$ cat src/rtl/cfg_serial_pkg.sv
package cfg_serial_pkg;
  localparam int unsigned WORD_W   = 24;
  localparam int unsigned NUM_REGS = 4;
  localparam int unsigned SEL_W    = $clog2(NUM_REGS);
  localparam int unsigned PWR_W    = 7;
  localparam int unsigned RANGE_W  = 2;
  localparam int unsigned LEVEL_W  = PWR_W - RANGE_W;
  localparam int unsigned PWR_ONE_LSB  = 2;
  localparam int unsigned PWR_ZERO_LSB = PWR_ONE_LSB + PWR_W;

  typedef enum logic [SEL_W-1:0] {
    SEL_RATE = 2'd0,
    SEL_DIV  = 2'd1,
    SEL_MOD  = 2'd2,
    SEL_FUNC = 2'd3
  } reg_sel_e;
endpackage

$ cat src/rtl/cfg_sync.sv
module cfg_sync #(
  parameter int unsigned W      = 3,
  parameter int unsigned STAGES = 2
) (
  input  logic         clk_i,
  input  logic         rst_ni,
  input  logic [W-1:0] d_i,
  output logic [W-1:0] q_o
);
  logic [W-1:0] stage_q [STAGES];

  always_ff @(posedge clk_i or negedge rst_ni) begin
    if (!rst_ni) stage_q[0] <= '0;
    else         stage_q[0] <= d_i;
  end

  for (genvar s = 1; s < STAGES; s++) begin : g_stage
    always_ff @(posedge clk_i or negedge rst_ni) begin
      if (!rst_ni) stage_q[s] <= '0;
      else         stage_q[s] <= stage_q[s-1];
    end
  end

  assign q_o = stage_q[STAGES-1];
endmodule

$ cat src/rtl/cfg_shift.sv
module cfg_shift #(
  parameter int unsigned W = 24
) (
  input  logic         clk_i,
  input  logic         rst_ni,
  input  logic         en_i,
  input  logic         sclk_i,
  input  logic         sdata_i,
  input  logic         sload_i,
  output logic [W-1:0] word_o,
  output logic         load_o
);
  logic         sclk_d, sload_d;
  logic [W-1:0] word_q;
  logic         sclk_rise;

  assign sclk_rise = en_i & sclk_i & ~sclk_d;
  assign load_o    = en_i & sload_i & ~sload_d;
  assign word_o    = word_q;

  always_ff @(posedge clk_i or negedge rst_ni) begin
    if (!rst_ni) begin
      sclk_d  <= 1'b0;
      sload_d <= 1'b0;
      word_q  <= '0;
    end else begin
      // edge history tracks even while disabled: no false edge on re-enable
      sclk_d  <= sclk_i;
      sload_d <= sload_i;
      if (!en_i)          word_q <= '0;
      else if (sclk_rise) word_q <= {word_q[W-2:0], sdata_i};
    end
  end
endmodule

$ cat src/rtl/cfg_latch_bank.sv
module cfg_latch_bank #(
  parameter int unsigned W = 24,
  parameter int unsigned N = 4
) (
  input  logic                clk_i,
  input  logic                rst_ni,
  input  logic                load_i,
  input  logic [W-1:0]        word_i,
  output logic [N-1:0][W-1:0] regs_o,
  output logic [N-1:0]        upd_o
);
  localparam int unsigned AW = $clog2(N);

  for (genvar i = 0; i < N; i++) begin : g_reg
    logic hit;
    assign hit = load_i && (word_i[AW-1:0] == AW'(i));

    always_ff @(posedge clk_i or negedge rst_ni) begin
      if (!rst_ni) begin
        regs_o[i] <= '0;
        upd_o[i]  <= 1'b0;
      end else begin
        upd_o[i] <= hit;
        if (hit) regs_o[i] <= word_i;
      end
    end
  end
endmodule

$ cat src/rtl/cfg_serial_port.sv
module cfg_serial_port
  import cfg_serial_pkg::*;
#(
  parameter int unsigned SYNC_STAGES = 2
) (
  input  logic                 clk_i,
  input  logic                 rst_ni,
  input  logic                 chip_en_i,
  input  logic                 ser_clk_i,
  input  logic                 ser_data_i,
  input  logic                 ser_load_i,
  output logic [WORD_W-1:0]    rate_reg_o,
  output logic [WORD_W-1:0]    div_reg_o,
  output logic [WORD_W-1:0]    mod_reg_o,
  output logic [WORD_W-1:0]    func_reg_o,
  output logic [NUM_REGS-1:0]  upd_o,
  output logic [RANGE_W-1:0]   pwr_one_range_o,
  output logic [LEVEL_W-1:0]   pwr_one_level_o,
  output logic [RANGE_W-1:0]   pwr_zero_range_o,
  output logic [LEVEL_W-1:0]   pwr_zero_level_o
);
  logic [2:0]                      sync_q;
  logic [WORD_W-1:0]               word;
  logic                            load;
  logic [NUM_REGS-1:0][WORD_W-1:0] regs;
  logic [PWR_W-1:0]                pwr_one, pwr_zero;

  cfg_sync #(.W(3), .STAGES(SYNC_STAGES)) i_sync (
    .clk_i  (clk_i),
    .rst_ni (rst_ni),
    .d_i    ({ser_load_i, ser_data_i, ser_clk_i}),
    .q_o    (sync_q)
  );

  cfg_shift #(.W(WORD_W)) i_shift (
    .clk_i   (clk_i),
    .rst_ni  (rst_ni),
    .en_i    (chip_en_i),
    .sclk_i  (sync_q[0]),
    .sdata_i (sync_q[1]),
    .sload_i (sync_q[2]),
    .word_o  (word),
    .load_o  (load)
  );

  cfg_latch_bank #(.W(WORD_W), .N(NUM_REGS)) i_bank (
    .clk_i  (clk_i),
    .rst_ni (rst_ni),
    .load_i (load),
    .word_i (word),
    .regs_o (regs),
    .upd_o  (upd_o)
  );

  assign rate_reg_o = regs[SEL_RATE];
  assign div_reg_o  = regs[SEL_DIV];
  assign mod_reg_o  = regs[SEL_MOD];
  assign func_reg_o = regs[SEL_FUNC];

  assign pwr_one  = mod_reg_o[PWR_ONE_LSB  +: PWR_W];
  assign pwr_zero = mod_reg_o[PWR_ZERO_LSB +: PWR_W];

  assign pwr_one_range_o  = pwr_one[PWR_W-1 -: RANGE_W];
  assign pwr_one_level_o  = pwr_one[LEVEL_W-1:0];
  assign pwr_zero_range_o = pwr_zero[PWR_W-1 -: RANGE_W];
  assign pwr_zero_level_o = pwr_zero[LEVEL_W-1:0];
endmodule

$ cat config.mk
export PLATFORM = sky130hd
export DESIGN_NAME = cfg_serial_port
export DESIGN_NICKNAME = d
export VERILOG_FILES = /design/src/rtl/cfg_serial_pkg.sv /design/src/rtl/cfg_sync.sv /design/src/rtl/cfg_shift.sv /design/src/rtl/cfg_latch_bank.sv /design/src/rtl/cfg_serial_port.sv
export SDC_FILE = /design/constraint.sdc
export NUM_CORES = 1
export LEC_CHECK = 0
export CORE_MARGIN = 2
export CORE_UTILIZATION = 46
export CTS_BUF_LIST = sky130_fd_sc_hd__clkbuf_8
export DETAILED_ROUTE_END_ITERATION = 12
export PLACE_DENSITY = 0.8
export SKIP_CTS_REPAIR_TIMING = 1
export SYNTH_ARGS = -nofsm -noshare
export SYNTH_HDL_FRONTEND = slang
export SYNTH_HIERARCHICAL = 1
export SYNTH_SLANG_ARGS = --single-unit
$ cat constraint.sdc
create_clock -name clk_i -period 2 [get_ports clk_i]
set_input_delay 0.2 -clock clk_i [delete_from_list [all_inputs] [get_ports clk_i]]
set_output_delay 0.2 -clock clk_i [all_outputs]
set_load 0.02 [all_outputs]
Yosys cells after proc, flatten, opt, wreduce, memory -nomap -nowiden. Cells that the tools add are included.

Memories kept: 0. Word-level logic and storage cells: 30. Bits in latches: 0. Input bits: 6. Register bits: 132. Bits in read-only memories: 0. Output and inout bits: 114. Bits in writable memories: 0.

Shift operators: 0. Add/subtract/negate cells: 0. Multiplexer cells: 2. Div/mod/pow operators: 0. Bitwise gates (word level): 6. Reductions and logical operators: 5. Multiply operators: 0. Equal/unequal tests: 4. Order comparisons: 0.

Operators with widths (number): two-way mux 24 bit (2); AND 1 bit (4); equality test 2 bit, second input constant (2); logical AND 1 bit (4); equality test 2 x 1 -> 1 bit, second input constant (1); logical NOT 2 bit (1); != test 2 x 1 -> 1 bit, second input constant (1); inverter 1 bit (2).

Longest topological paths before layout. Gate-level depths: netlist of the first run.

Depth in word-level cells: 4. Mapped depth: 7. Mapped depth without buffers: 4.

Modules after synthesis. Netlist of the first run, hierarchy kept.

By module, submodules not included: cfg_latch_bank (cells an instance 211, area an instance 3683.5 sq um, instances 1); cfg_shift (cells an instance 84, area an instance 1077.3 sq um, instances 1); cfg_sync (cells an instance 9, area an instance 172.7 sq um, instances 1); cfg_serial_port (cells an instance 14, area an instance 105.1 sq um, instances 1).

Least setup slack after synthesis of the first run. OpenSTA, ideal clock, no wires.

Path type: input to register. Start point: in chip_en_i. End point: reg i_bank/regs_o[19] (netlist bit). Cell stages on the path: 7. Setup time: 0.125 ns. Buffers on the path: 3. Slack: 0.179 ns. Arrival time: 1.697 ns. Cells stage by stage: buf_2 -> buf_4 -> nand2_1 -> nor2_1 -> nor3b_4 -> buf_6 -> mux2_2.

Longest elaborated chain between the ends: 3.

Ends and longest elaborated chain: start: declaration (line cfg_serial_port.sv:8) `input logic chip_en_i,`; AND 1 bit (2 in series) (line cfg_shift.sv:18) `assign load_o = en_i & sload_i & ~sload_d;`; named net load (line cfg_serial_port.sv:24) `logic load;`; logical AND 1 bit (line cfg_latch_bank.sv:16) `assign hit = load_i && (word_i[AW-1:0] == AW'(i));`; end signal: indexed assignment (line cfg_latch_bank.sv:24) `if (hit) regs_o[i] <= word_i;`; end: declaration (line cfg_latch_bank.sv:9) `output logic [N-1:0][W-1:0] regs_o,`.

The timed path passes the listed nets, and every way through them passes these cells. A chain may end at the register's enable or synchronous reset.

Final worst setup path of the first run.
Start point: reg i_bank/regs_o[54] (netlist bit). End point: out pwr_one_level_o[4].

RTL lines: end: declaration (line cfg_serial_port.sv:18) `output logic [LEVEL_W-1:0] pwr_one_level_o,`.

No word-level cell between the ends.

==> run metrics, run 1 <==
Clock Skews 7.948 ps; post-synth top area share 65.56%; sequential fraction of the synthesis area 65.56%; Power Dens Cells 780.9 nW/um2; CTS tree built; worst skew pair latency 420 ps; Pint 4.140 mW; Die ar. 11,810 um2; CP max FO 3; Slew HR 61.33%; Critical path origin i_bank/regs_o[54]; critical path endpoint pwr_one_level_o[4]; setup violators final 0; CP cell instances clkdlybuf4s50_1; post-synthesis instance area 5039 um2; CTS root buf clkbuf_8; period utilization 82.33%; global-route wire length before repair 15,990 um; Syn. warnings 6; largest area contributor in the netlist dfrtp_1; Seq pwr share 51.4%; Setup TNS 0 ps; Core ar. 10,750 um2; Max-Cap Viols 0; 1st-pass router iterations 4; R2R cell count 6; synthesized flop and latch total 132; final hold violation count 0; number of buffers created by CTS 17; die width 108.7 um; routed vias 2,927; leakage power 3.237 nW; mean area per synthesized cell 15.84 um2; initial cell density of the core 46.89%; critical path data arrival time 1450 ps; Post-Route WL 10,020 um; Req. time, crit path 1800 ps; sum of buffers and inverters on the critical path 1; synth unique cells 18; Longest Clk Path Bufs 2; Comb pwr share 3.3%; largest net degree at the start of global routing 64; Worst Setup End Kind primary output; via/cell ratio 4.953; WP depth 1; Cells after Synth 318; max incr delay on CP 630 ps; vias in the first global route 3,036; post-route antenna net violation count 0; Final min period 1647 ps; CP startpoint kind flop; Syn Nets 324; Nets 445; Die Y 108.7 um; port bufs 119; antenna violations before repair 0; HPWL after detailed placement 6857 um; total global routing overflow 0; row cnt 38; sw frac 21.08%; CP top delay family buffers and inverters; H-tree Lvls 4; Num Clock Sinks 132; clock share of power 45.2%; WL per Instance 16.95 um; Slowest cell on crit path clkdlybuf4s50_1; reg2reg setup slack 430 ps; Worst Tran Pin Value 580.1 ps; Final Non-Filler Cells 591; DRC violations left 0; placed insts 559; max-slew violations 0; kind of critical path reg2out; fraction of layout cells with a size suffix above 1 30.16%; Switch Pwr 1.106 mW; Max Clk Rate 0.6073 GHz; iteration-0 DRC count of the detailed router 72; diodes inserted 0; outcome finished clean; Clock transition at path regs 80 ps; Area contributors post-synth dfrtp_1 66%, mux2_2 19%, mux2i_1 4.8%, buf_4 2.8%, nand2_1 1.9%; RR Endpoint i_bank/regs_o[14]; worst r2r src i_sync/q_o[2]; Peak supply drop 0.0004648 V; worst min path class in2reg; GP Congestion 0.7227; Total GRT Usage 18.43%; area grow syn2layout 33.33%; I/O pin count 120; RSZ-0062 raised after global routing false
==> registers in the layout, summed over array words and instances (netlist names) <==
register and flops:
i_sync/q_o 3, i_shift/sload_d 1, i_bank/upd_o 4, i_bank/regs_o 96, i_shift/sclk_d 1, i_sync/stage_q 3
i_shift/word_o 24
==> per-stage QoR <==
step / total power, mW / setup WS, ps / utilization [%] / cell area, um2 / hold slack (ps)
floorplan: 2.834 / 178.5 / - / 5039 / -95.59
global placement: 2.923 / 109.5 / 58.42 / 6277 / 217.1
detailed placement: 2.927 / 52.89 / 58.42 / 6277 / 225.7
CTS: 5.305 / 318.9 / 62.42 / 6708 / -246.7
global route: 5.470 / 270.1 / 62.52 / 6718 / 186.9
finish: 5.246 / 353.4 / 62.52 / 6718 / 209.2
==> logic make-up after synthesis <==
logic type / share of synthesized area [%]
buffers and inverters: 5.712
muxes: 24.44
and+or+nand+nor: 4.296
DFF: 65.56
==> cell type report <==
type                       count  area (um2)
timing repair buffer         133        1350
clock inverter                13       182.7
clock buffer                  18       247.7
tap                          140       175.2
fill                         849        4028
sequential                   132        3303
inverter                       3       11.26
multi-input combinational    152        1448
==> worst min path at each step <==
stage / to / start / depth (start not counted)
global placement: i_bank/regs_o[51] / rst_ni / 1
global route: i_sync/stage_q[4] / ser_data_i / 1
CTS: i_bank/regs_o[51] / rst_ni / 1
detailed placement: i_bank/regs_o[51] / rst_ni / 1
finish: i_sync/stage_q[3] / ser_clk_i / 1
floorplan: i_bank/regs_o[0] / rst_ni / 0
==> cells in the final DEF, fill, tap and decap left out, drive strengths merged, types with 2 or more instances in the layout <==
cell / n
dfrtp: 132
nand2b: 4
clkbuf: 18
nor2b: 3
nand2: 26
bufinv: 4
buf: 14
inv: 6
clkdlybuf4s50: 118
and2: 2
clkinvlp: 3
mux2: 88
nand3b: 2
clkinv: 3
mux2i: 24
==> per-layer routing <==
layer / routed length (um) / global-route usage [%] / vias up / share of wire [%]
li1: - / - / 1318 / -
met1: 4267 / 23.48 / 1527 / 43
met2: 5238 / 30.36 / 74 / 52
met3: 383 / 5.140 / 8 / 3.8
met4: 129 / 6.593 / 0 / 1.3
met5: 0 / 0 / - / 0
==> cell usage after synthesis <==
library cell  instances
dfrtp_1             132
mux2_2               87
nand2_1              26
mux2i_1              24
buf_4                19
buf_6                 7
nand2b_1              4
buf_2                 3
inv_1                 3
and2_1                2
buf_12                2
nand3b_2              2
nor2b_1               2
mux2_1                1
nand3_2               1
nor2_1                1
nor2b_4               1
nor3b_4               1
==> power groups by stage <==
stage / logic (mW) / registers, mW / clock network [mW]
after floorplan: 0.0742 / 2.76 / 0
after global placement: 0.174 / 2.75 / 0
after detailed placement: 0.178 / 2.75 / 0
after CTS: 0.178 / 2.70 / 2.43
after global routing: 0.193 / 2.70 / 2.58
final: 0.175 / 2.70 / 2.37
Note: power is estimated with default switching activity, not from simulation.
==> run 2: changes to the inputs <==
==> constraint.sdc (replaced) <==
create_clock -name clk_i -period 1.75 [get_ports clk_i]
set_input_delay 0.175 -clock clk_i [delete_from_list [all_inputs] [get_ports clk_i]]
set_output_delay 0.175 -clock clk_i [all_outputs]
set_load 0.02 [all_outputs]
==> run metrics, run 2 (same netlist as run 1, synthesis figures left out) <==
HPWL after detailed placement 7148 um (+4.3%); CP startpoint kind flop; Die ar. 11,810 um2 (unchanged); Peak supply drop 0.0005269 V (+13%); Num Clock Sinks 132 (unchanged); antenna violations before repair 0 (unchanged); number of buffers created by CTS 17 (unchanged); Req. time, crit path 1570 ps (-230 ps); die width 108.7 um (unchanged); leakage power 3.248 nW (+0.36%); CTS root buf clkbuf_8; Worst Setup Slack post-DPL -83.06 ps (-136.0 ps); Max-Cap Viols 0 (unchanged); max-slew violations 0 (unchanged); diodes inserted 0 (unchanged); row cnt 38 (unchanged); DRC violations left 0 (unchanged); global-route wire length before repair 16,460 um (+2.9%); Largest Register i_bank/regs_o; Total GRT Usage 18.76% (+0.33 points); I/O pin count 120 (unchanged); Worst Tran Pin Value 368.3 ps (-211.8 ps); Worst Setup End Kind primary output; commonest non-fill, non-tap cells in the layout 132 x dfrtp_1, 118 x clkdlybuf4s50_1, 87 x mux2_2; sum of buffers and inverters on the critical path 1 (unchanged); total global routing overflow 0 (unchanged); initial cell density of the core 46.89% (unchanged); Longest Clk Path Bufs 2 (unchanged); via/cell ratio 4.861 (-1.9%); Die Y 108.7 um (unchanged); period utilization 92.66%; CTS tree built; max incr delay on CP 650 ps (+20 ps); WL per Instance 16.92 um (-0.18%); CP max FO 3 (unchanged); Clock Skews 7.907 ps (-0.04117 ps); outcome finished clean; CP top delay family buffers and inverters; Post-Route WL 10,090 um (+0.67%); final hold violation count 0 (unchanged); largest net degree at the start of global routing 49 (-23%); Pwr Total 5.712 mW (+8.9%); post-route antenna net violation count 0 (unchanged); max reg flops 96 (unchanged); Power Dens Cells 850.8 nW/um2 (+9.0%); RSZ-0062 raised after global routing false; port bufs 119 (unchanged); Max Clk Rate 0.6167 GHz; routed vias 2,897 (-1.0%); GP Congestion 0.7158 (-0.95%); Clock transition at path regs 70 ps (about the same); Slew HR 75.45% (+14 points); Slowest cell on crit path clkdlybuf4s50_1; setup violators final 0 (unchanged); worst skew pair latency 420 ps (about the same); area grow syn2layout 33.25% (about the same); critical path data arrival time 1450 ps (about the same); fraction of layout cells with a size suffix above 1 30.92% (+0.77 points); iteration-0 DRC count of the detailed router 70 (-2.8%); Core ar. 10,750 um2 (unchanged); worst min path class in2reg; Final min period 1622 ps; CP cell instances clkdlybuf4s50_1; commonest non-fill, non-tap cell in the layout dfrtp_1; H-tree Lvls 4 (unchanged); Nets 450 (+1.1%); vias in the first global route 3,095 (+1.9%); 1st-pass router iterations 4 (unchanged); Worst Setup Slack, final 128.4 ps (-225.0 ps); kind of critical path reg2out
-- run 2: cell count changes in the layout (fill, tap and decap cells not counted) --
cell,previous run,this run
buf_4,9,14
bufinv_16,4,2
clkbuf_8,18,20
clkinv_2,2,4
clkinvlp_4,3,2
inv_1,4,5
inv_6,2,0
nor2_1,1,0
nor2_2,0,1
-- run 2: final cells by class --
cell class / count / area (um2)
clock buffers: 20 / 275.3
fillers: 828 / 4031
inverters: 3 / 11.26
flip-flops and latches: 132 / 3303
multi-input cells: 152 / 1450
well taps: 140 / 175.2
clock inverters: 11 / 111.4
repair buffers: 138 / 1388
-- run 2: path summary, 6_finish.rpt --
kind / startpoint / end / slack, ps / cells after the start
setup / recovery: i_bank/regs_o[54] / pwr_one_level_o[4] / 130 / 1
hold / removal: ser_load_i / i_sync/stage_q[5] / 210 / 1
setup reg to reg: i_sync/q_o[2] / i_bank/regs_o[46] / 260 / 6
hold reg to reg: i_sync/stage_q[3] / i_sync/q_o[0] / 350 / 0
max in group asynchronous: rst_ni / i_bank/regs_o[31] / 950 / 3
min in group asynchronous: rst_ni / i_bank/regs_o[50] / 230 / 2
-- run 2: per-layer routing --
layer | track usage (%) | wire [um] | vias up
li1 | - | - | 1319
met1 | 23.12 | 4189 | 1499
met2 | 30.85 | 5367 | 72
met3 | 6.216 | 402 | 7
met4 | 7.051 | 126 | 0
met5 | 0 | 0 | -
-- run 2: metrics by stage --
| step | util [%] | TNS [ps] | hold slack (ps) | cells | area, um2 |
|---|---|---|---|---|---|
| finish | 62.48 | 0 | 210.4 | 596 | 6714 |
| global route | 62.48 | 0 | 166.6 | 596 | 6714 |
| CTS | 62.39 | 0 | -369.4 | 595 | 6704 |
| detailed placement | 58.79 | -1937 | 101.9 | 564 | 6317 |
| global placement | 58.79 | -1250 | 96.07 | 564 | 6317 |
| floorplan | - | 0 | -120.6 | 318 | 5041 |
-- run 2: power by group --
| part | switching, mW | leakage (nW) | internal (mW) |
|---|---|---|---|
| clock | 1.07 | 0.203 | 1.35 |
| combinational | 0.123 | 1.22 | 0.0790 |
| sequential | 0.0131 | 1.82 | 3.07 |
| total | 1.21 | 3.25 | 4.50 |
